===== config.mk =====
export PLATFORM = sky130hd
export DESIGN_NAME = bp_predictor
export DESIGN_NICKNAME = d
export VERILOG_FILES = /design/src/rtl/bp_pkg.sv /design/src/rtl/bp_datapath.sv /design/src/rtl/bp_ctrl.sv /design/src/rtl/bp_predictor.sv
export SDC_FILE = /design/constraint.sdc
export NUM_CORES = 2
export LEC_CHECK = 0
export BUFFER_PORTS_ARGS = -buffer_cell sky130_fd_sc_hd__buf_4
export CORE_ASPECT_RATIO = 0.6
export CORE_MARGIN = 2
export CORE_UTILIZATION = 55
export CTS_CLUSTER_DIAMETER = 200
export CTS_CLUSTER_SIZE = 30
export DETAILED_ROUTE_END_ITERATION = 8
export PLACE_DENSITY = 0.72
export SETUP_SLACK_MARGIN = 0.05
export SKIP_CTS_REPAIR_TIMING = 1
export SYNTH_ARGS = -nofsm -noshare
export SYNTH_HDL_FRONTEND = slang
export SYNTH_SLANG_ARGS = --single-unit

===== constraint.sdc =====
create_clock -name clk -period 12.35 [get_ports clk]
set_clock_uncertainty 0.2 [all_clocks]
set_input_delay 3.705 -clock clk [delete_from_list [all_inputs] [get_ports clk]]
set_output_delay 3.705 -clock clk [all_outputs]
set_load 0.005 [all_outputs]

===== src/rtl/bp_pkg.sv =====
package bp_pkg;
  typedef enum logic [1:0] {
    CTR_STRONG_NT = 2'b00,
    CTR_WEAK_NT   = 2'b01,
    CTR_WEAK_T    = 2'b10,
    CTR_STRONG_T  = 2'b11
  } ctrState_e;

  // strobes from control to the table datapath
  typedef struct packed {
    logic      ctrWe;
    ctrState_e ctrNext;
    logic      btbWe;
  } updStrobe_t;
endpackage


===== src/rtl/bp_datapath.sv =====
module bp_datapath
  import bp_pkg::*;
#(
  parameter int PC_W  = 32,
  parameter int IDX_W = 4
) (
  input  logic            clk,
  input  logic            rstN,
  input  logic [PC_W-1:0] fetchPc,
  input  logic [PC_W-1:0] resPc,
  input  logic [PC_W-1:0] resTarget,
  input  updStrobe_t      strobe,
  output logic            predTaken,
  output logic [PC_W-1:0] predNextPc,
  output ctrState_e       resCtr,
  output logic [PC_W-1:0] resPredNext
);
  localparam int DEPTH = 1 << IDX_W;
  localparam int TAG_W = PC_W - IDX_W - 2;
  localparam int TAG_LO = IDX_W + 2;

  ctrState_e        ctrTab    [DEPTH];
  logic [DEPTH-1:0] btbValid;
  logic [TAG_W-1:0] btbTag    [DEPTH];
  logic [PC_W-1:0]  btbTarget [DEPTH];

  logic [IDX_W-1:0] resIdx;
  logic [TAG_W-1:0] resTag;
  assign resIdx = resPc[IDX_W+1:2];
  assign resTag = resPc[PC_W-1:TAG_LO];

  // one storage slice per entry
  for (genvar e = 0; e < DEPTH; e++) begin : gEntry
    logic selHere;
    assign selHere = (resIdx == IDX_W'(e));

    always_ff @(posedge clk) begin
      if (!rstN) begin
        ctrTab[e]   <= CTR_WEAK_NT;
        btbValid[e] <= 1'b0;
        btbTag[e]   <= '0;
        btbTarget[e] <= '0;
      end else begin
        if (strobe.ctrWe && selHere) ctrTab[e] <= strobe.ctrNext;
        if (strobe.btbWe && selHere) begin
          btbValid[e]  <= 1'b1;
          btbTag[e]    <= resTag;
          btbTarget[e] <= resTarget;
        end
      end
    end
  end

  // fetch-side lookup
  logic [IDX_W-1:0] fetchIdx;
  logic [TAG_W-1:0] fetchTag;
  logic             fetchHit;
  ctrState_e        fetchCtr;
  assign fetchIdx = fetchPc[IDX_W+1:2];
  assign fetchTag = fetchPc[PC_W-1:TAG_LO];
  assign fetchCtr = ctrTab[fetchIdx];
  assign fetchHit = btbValid[fetchIdx] && (btbTag[fetchIdx] == fetchTag);

  always_comb begin
    predTaken  = fetchHit && fetchCtr[1];
    predNextPc = predTaken ? btbTarget[fetchIdx] : fetchPc + PC_W'(4);
  end

  // resolve-side lookup of the guess fetch would have made
  logic resHit;
  assign resCtr = ctrTab[resIdx];
  assign resHit = btbValid[resIdx] && (btbTag[resIdx] == resTag);

  always_comb begin
    if (resHit && resCtr[1]) resPredNext = btbTarget[resIdx];
    else                     resPredNext = resPc + PC_W'(4);
  end
endmodule


===== src/rtl/bp_ctrl.sv =====
module bp_ctrl
  import bp_pkg::*;
#(
  parameter int PC_W = 32
) (
  input  logic            resValid,
  input  logic            resTaken,
  input  logic [PC_W-1:0] resPc,
  input  logic [PC_W-1:0] resTarget,
  input  ctrState_e       resCtr,
  input  logic [PC_W-1:0] resPredNext,
  output updStrobe_t      strobe,
  output logic            mispredict
);
  logic [PC_W-1:0] actualNext;
  ctrState_e       stepped;

  always_comb begin
    actualNext = resTaken ? resTarget : resPc + PC_W'(4);
    mispredict = resValid && (actualNext != resPredNext);
  end

  always_comb begin
    unique case (resCtr)
      CTR_STRONG_NT: stepped = resTaken ? CTR_WEAK_NT  : CTR_STRONG_NT;
      CTR_WEAK_NT:   stepped = resTaken ? CTR_WEAK_T   : CTR_STRONG_NT;
      CTR_WEAK_T:    stepped = resTaken ? CTR_STRONG_T : CTR_WEAK_NT;
      default:       stepped = resTaken ? CTR_STRONG_T : CTR_WEAK_T;
    endcase
  end

  always_comb begin
    strobe.ctrWe   = resValid;
    strobe.ctrNext = stepped;
    strobe.btbWe   = resValid && resTaken;
  end
endmodule


===== src/rtl/bp_predictor.sv =====
module bp_predictor
  import bp_pkg::*;
#(
  parameter int PC_W  = 32,
  parameter int IDX_W = 4
) (
  input  logic            clk,
  input  logic            rstN,
  input  logic [PC_W-1:0] fetchPc,
  output logic            predTaken,
  output logic [PC_W-1:0] predNextPc,
  input  logic            resValid,
  input  logic [PC_W-1:0] resPc,
  input  logic            resTaken,
  input  logic [PC_W-1:0] resTarget,
  output logic            mispredict
);
  updStrobe_t      strobe;
  ctrState_e       resCtr;
  logic [PC_W-1:0] resPredNext;

  bp_ctrl #(.PC_W(PC_W)) ctrl_i (
    .resValid(resValid), .resTaken(resTaken), .resPc(resPc),
    .resTarget(resTarget), .resCtr(resCtr), .resPredNext(resPredNext),
    .strobe(strobe), .mispredict(mispredict)
  );

  bp_datapath #(.PC_W(PC_W), .IDX_W(IDX_W)) dp_i (
    .clk(clk), .rstN(rstN), .fetchPc(fetchPc), .resPc(resPc),
    .resTarget(resTarget), .strobe(strobe), .predTaken(predTaken),
    .predNextPc(predNextPc), .resCtr(resCtr), .resPredNext(resPredNext)
  );
endmodule


==> summary.md <==
| Metric | Value |
|---|---|
| Post-synthesis register bit count | 976 |
| Hpwl dp | 128,100 um |
| Startpoint types | primary input |
| Synth top cells by count | edfxtp_1 (960), mux4_2 (515), clkbuf_1 (323) |
| Core Rows | 89 |
| DR pass1 iterations | 7 |
| Layout cells sized above 1 | 0.2498 |
| Critical Setup Path Class | primary input to primary output |
| Power per Cell Area | 119.0 nW/um^2 |
| Highest Clock Rate | roughly 0.08 GHz |
| Worst Path Buf+Inv | 3 |
| Sequential area share after synthesis | 0.5333 |
| Reg2Reg Depth | 6 |
| Initial antenna violation count | 19 |
| Hold path cells | 2 |
| Setup crit end kind | primary output |
| Clock transition at the registers of the reported paths | 0.13 ns |
| Area leader, netlist | edfxtp_1 |
| Status | finished, final reports clean |
| Syn Inst Count | 3,868 |
| Main flop type after synthesis | edfxtp_1 |
| Syn Area/Cell | 14.13 um^2 |
| Die H | 248.2 um |
| Worst reg2reg path endpoint | dp_i.ctrTab[2][1] |
| Largest cells by area after synthesis | edfxtp_1 (53%), mux4_2 (21%), and3_1 (3.7%) |
| Die area | 102,000 um^2 |
| GPL Wtd Cong | ~1.1 |
| Final Cycle Share | 0.9910 |
| Max Cap Viol | 0 |
| Pre-CTS WS | 0.3095 ns |
| Cell Area, Synth | 54,650 um^2 |
| Critical R2R Launch | dp_i.ctrTab[6][1] |
| Max VDD drop | 0.1297 mV |
| Fin Hold WS | 0.3006 ns |
| DIE WIDTH | between 400 and 500 um |
| Critical Path AT | 8.33 ns |
| Post-Route Setup TNS | 0 ns |
| CP cell instances | buf_8 -> buf_12 -> mux4_2 -> a22o_1 -> a221oi_1 -> xnor2_1 -> and4_1 -> o2111ai_1 -> or4_1 -> a211oi_1 -> a41oi_1 -> buf_4 |
| Initial DRC count | about 7,400 |
| Max incr delay on CP | 0.92 ns |
| Rel. slew slack | 0.2060 |
| P&R area growth vs syn | 6.563% |
| Yosys warns | 0 |
| Leak pwr | 19.62 nW |
| CP max FO | 53 |
| # clock sinks | 976 |
| Total gr overflow | 0 |
| Final Net Count | 3,880 |
| TritonCTS clock tree | built |
| Most common cell in the synthesized netlist | edfxtp_1 |
| Hold path startpoint | dp_i.btbValid[10] |
| Post-synth EDFFs | 960 |
| Worst Hold End | dp_i.btbValid[10] |
| CP max stage cell | a221oi_1 |
| Port Buf Inserts | 133 |
| Routed len/inst | 39.69 um |
| GRT Total Usage | 0.3989 |
| Vias in the first global route | 36,148 |
| Syn_nets | about 4,000 |
| Clock Latency Late Sink | approximately 0.66 ns |
| Synth async-reset ratio | 0 |
| CP delay by family, top | compound AO/OA/AOI/OAI gates |
| Starting density of the core | 0.5552 |
| Slew Viols, Final | 0 |
| WL final | 202,800 um |
| Post-route worst setup slack | 0.1108 ns |
| Power Total | 0.006931 W |
| Total CTS buffers | 38 |
| Final worst path period need | 12.24 ns |
| Final-report hold violation count | 0 |
| Post-synth top area share | 0.5274 |
| First-pass GRT wire length | 282,900 um |
| H-tree depth | 2 |
| Final Setup Violations | 0 |
| DRC errors left | 0 |
| Unrepaired setup endpoints after global routing | false |
| Least-Margin Pin Slew | 1.191 ns |
| Pin count of the biggest net entering global routing | 211 |
| Synth cell types | 73 |
| Clock Tree Root | clkbuf_16 |
| Required @ worst endpoint | 8.44 ns |
| Worst min-delay path class | register to register |
| R2R Setup Slk | 9.57 ns |
| Clock Tree Buf Depth | 3 |
| Vias | 38,034 |
| Drt via density | between 7 and 8 |
| Num ports | 134 |
| Placeable Area | a little under 100,000 um^2 |
| Post-route ant nets | 0 |
## placed cells by master, fill, tap and decap left out, types with 8 or more instances in the layout
master / count
dfxtp_1: 16
inv_1: 12
a21o_1: 12
buf_4: 291
xnor2_1: 99
a22oi_1: 31
a21oi_2: 20
a22o_1: 10
buf_12: 11
nor3_1: 166
a221oi_1: 18
and4_1: 10
and2_1: 311
o21ai_0: 46
mux4_2: 515
mux2_2: 17
nor2b_1: 9
o211ai_1: 11
nand3_1: 57
nand2_1: 112
diode_2: 8
mux2i_1: 117
and3_1: 321
edfxtp_1: 960
a21oi_1: 30
o22ai_1: 9
nor2_1: 270
nand4_1: 32
nor2b_4: 15
nor2_4: 16
xor2_1: 67
clkbuf_16: 39
nor4_1: 12
or4_1: 10
## logic make-up after synthesis
kind of cell	count (synthesis)	share of synthesized area
AOI/OAI and AO/OA	239	0.03109
adders and majority gates	7	0.001511
DFF	976	0.5333
xor gates and xnor gates	167	0.02701
muxes	649	0.2371
and+or+nand+nor	1368	0.1343
buffers and inverters	462	0.03560
## per-layer routing
layer,up-vias,global-route usage,share of wire
li1,14797,-,-
met1,19031,0.5659,0.35
met2,3647,0.5383,0.40
met3,555,0.1612,0.19
met4,4,0.1842,0.057
met5,-,0,0.00012
## worst min-delay path, stage by stage, from the launching register on
cell and delay [ns]:
dfxtp_1 0.35, nand2_1 0.06, o21ai_0 0.06
## power by group
part | total, W | switching [W] | internal [W] | leakage, nW
clock | 0.00163 | 0.00104 | 0.000589 | 0.501
sequential | 0.00398 | 0.000117 | 0.00387 | 8.70
combinational | 0.00132 | 0.000802 | 0.000516 | 10.4
total | 0.00693 | 0.00196 | 0.00497 | 19.6
## state kept, by name (all words and copies together), names as in the netlist
name,cells
dp_i.btbTag,416
dp_i.btbTarget,512
dp_i.btbValid,16
dp_i.ctrTab,32
## per-stage QoR
step | instances | cell area (um^2) | util
2_1_floorplan | 3868 | 54650 | -
3_3_place_gp | 5054 | 57190 | 0.5810
3_5_place_dp | 5054 | 57190 | 0.5810
4_1_cts | 5102 | 58220 | 0.5915
5_1_grt | 5106 | 58230 | 0.5916
6_report | 5110 | 58240 | 0.5917
## cell type report
type                       count  area (um^2)
clock buffer                  46         1002
multi-input combinational   2430        23810
timing repair buffer         309         2501
fill                        7576        40200
antenna                        8        20.02
inverter                      20        81.33
sequential                   976        29150
clock inverter                 2        25.02
tap                         1319         1650
## worst max-delay path by stage
stage / start / endpoint / depth (start not counted) / slack, ns
after floorplan: fetchPc[2] / predNextPc[10] / 14 / 1.31
after global placement: resPc[2] / mispredict / 12 / 0.35
after detailed placement: resPc[2] / mispredict / 11 / 0.31
after CTS: resPc[2] / mispredict / 11 / 0.31
after global routing: resPc[2] / mispredict / 12 / 0.10
final: resPc[2] / mispredict / 12 / 0.11
No activity file was read; power rests on OpenSTA's default activity.
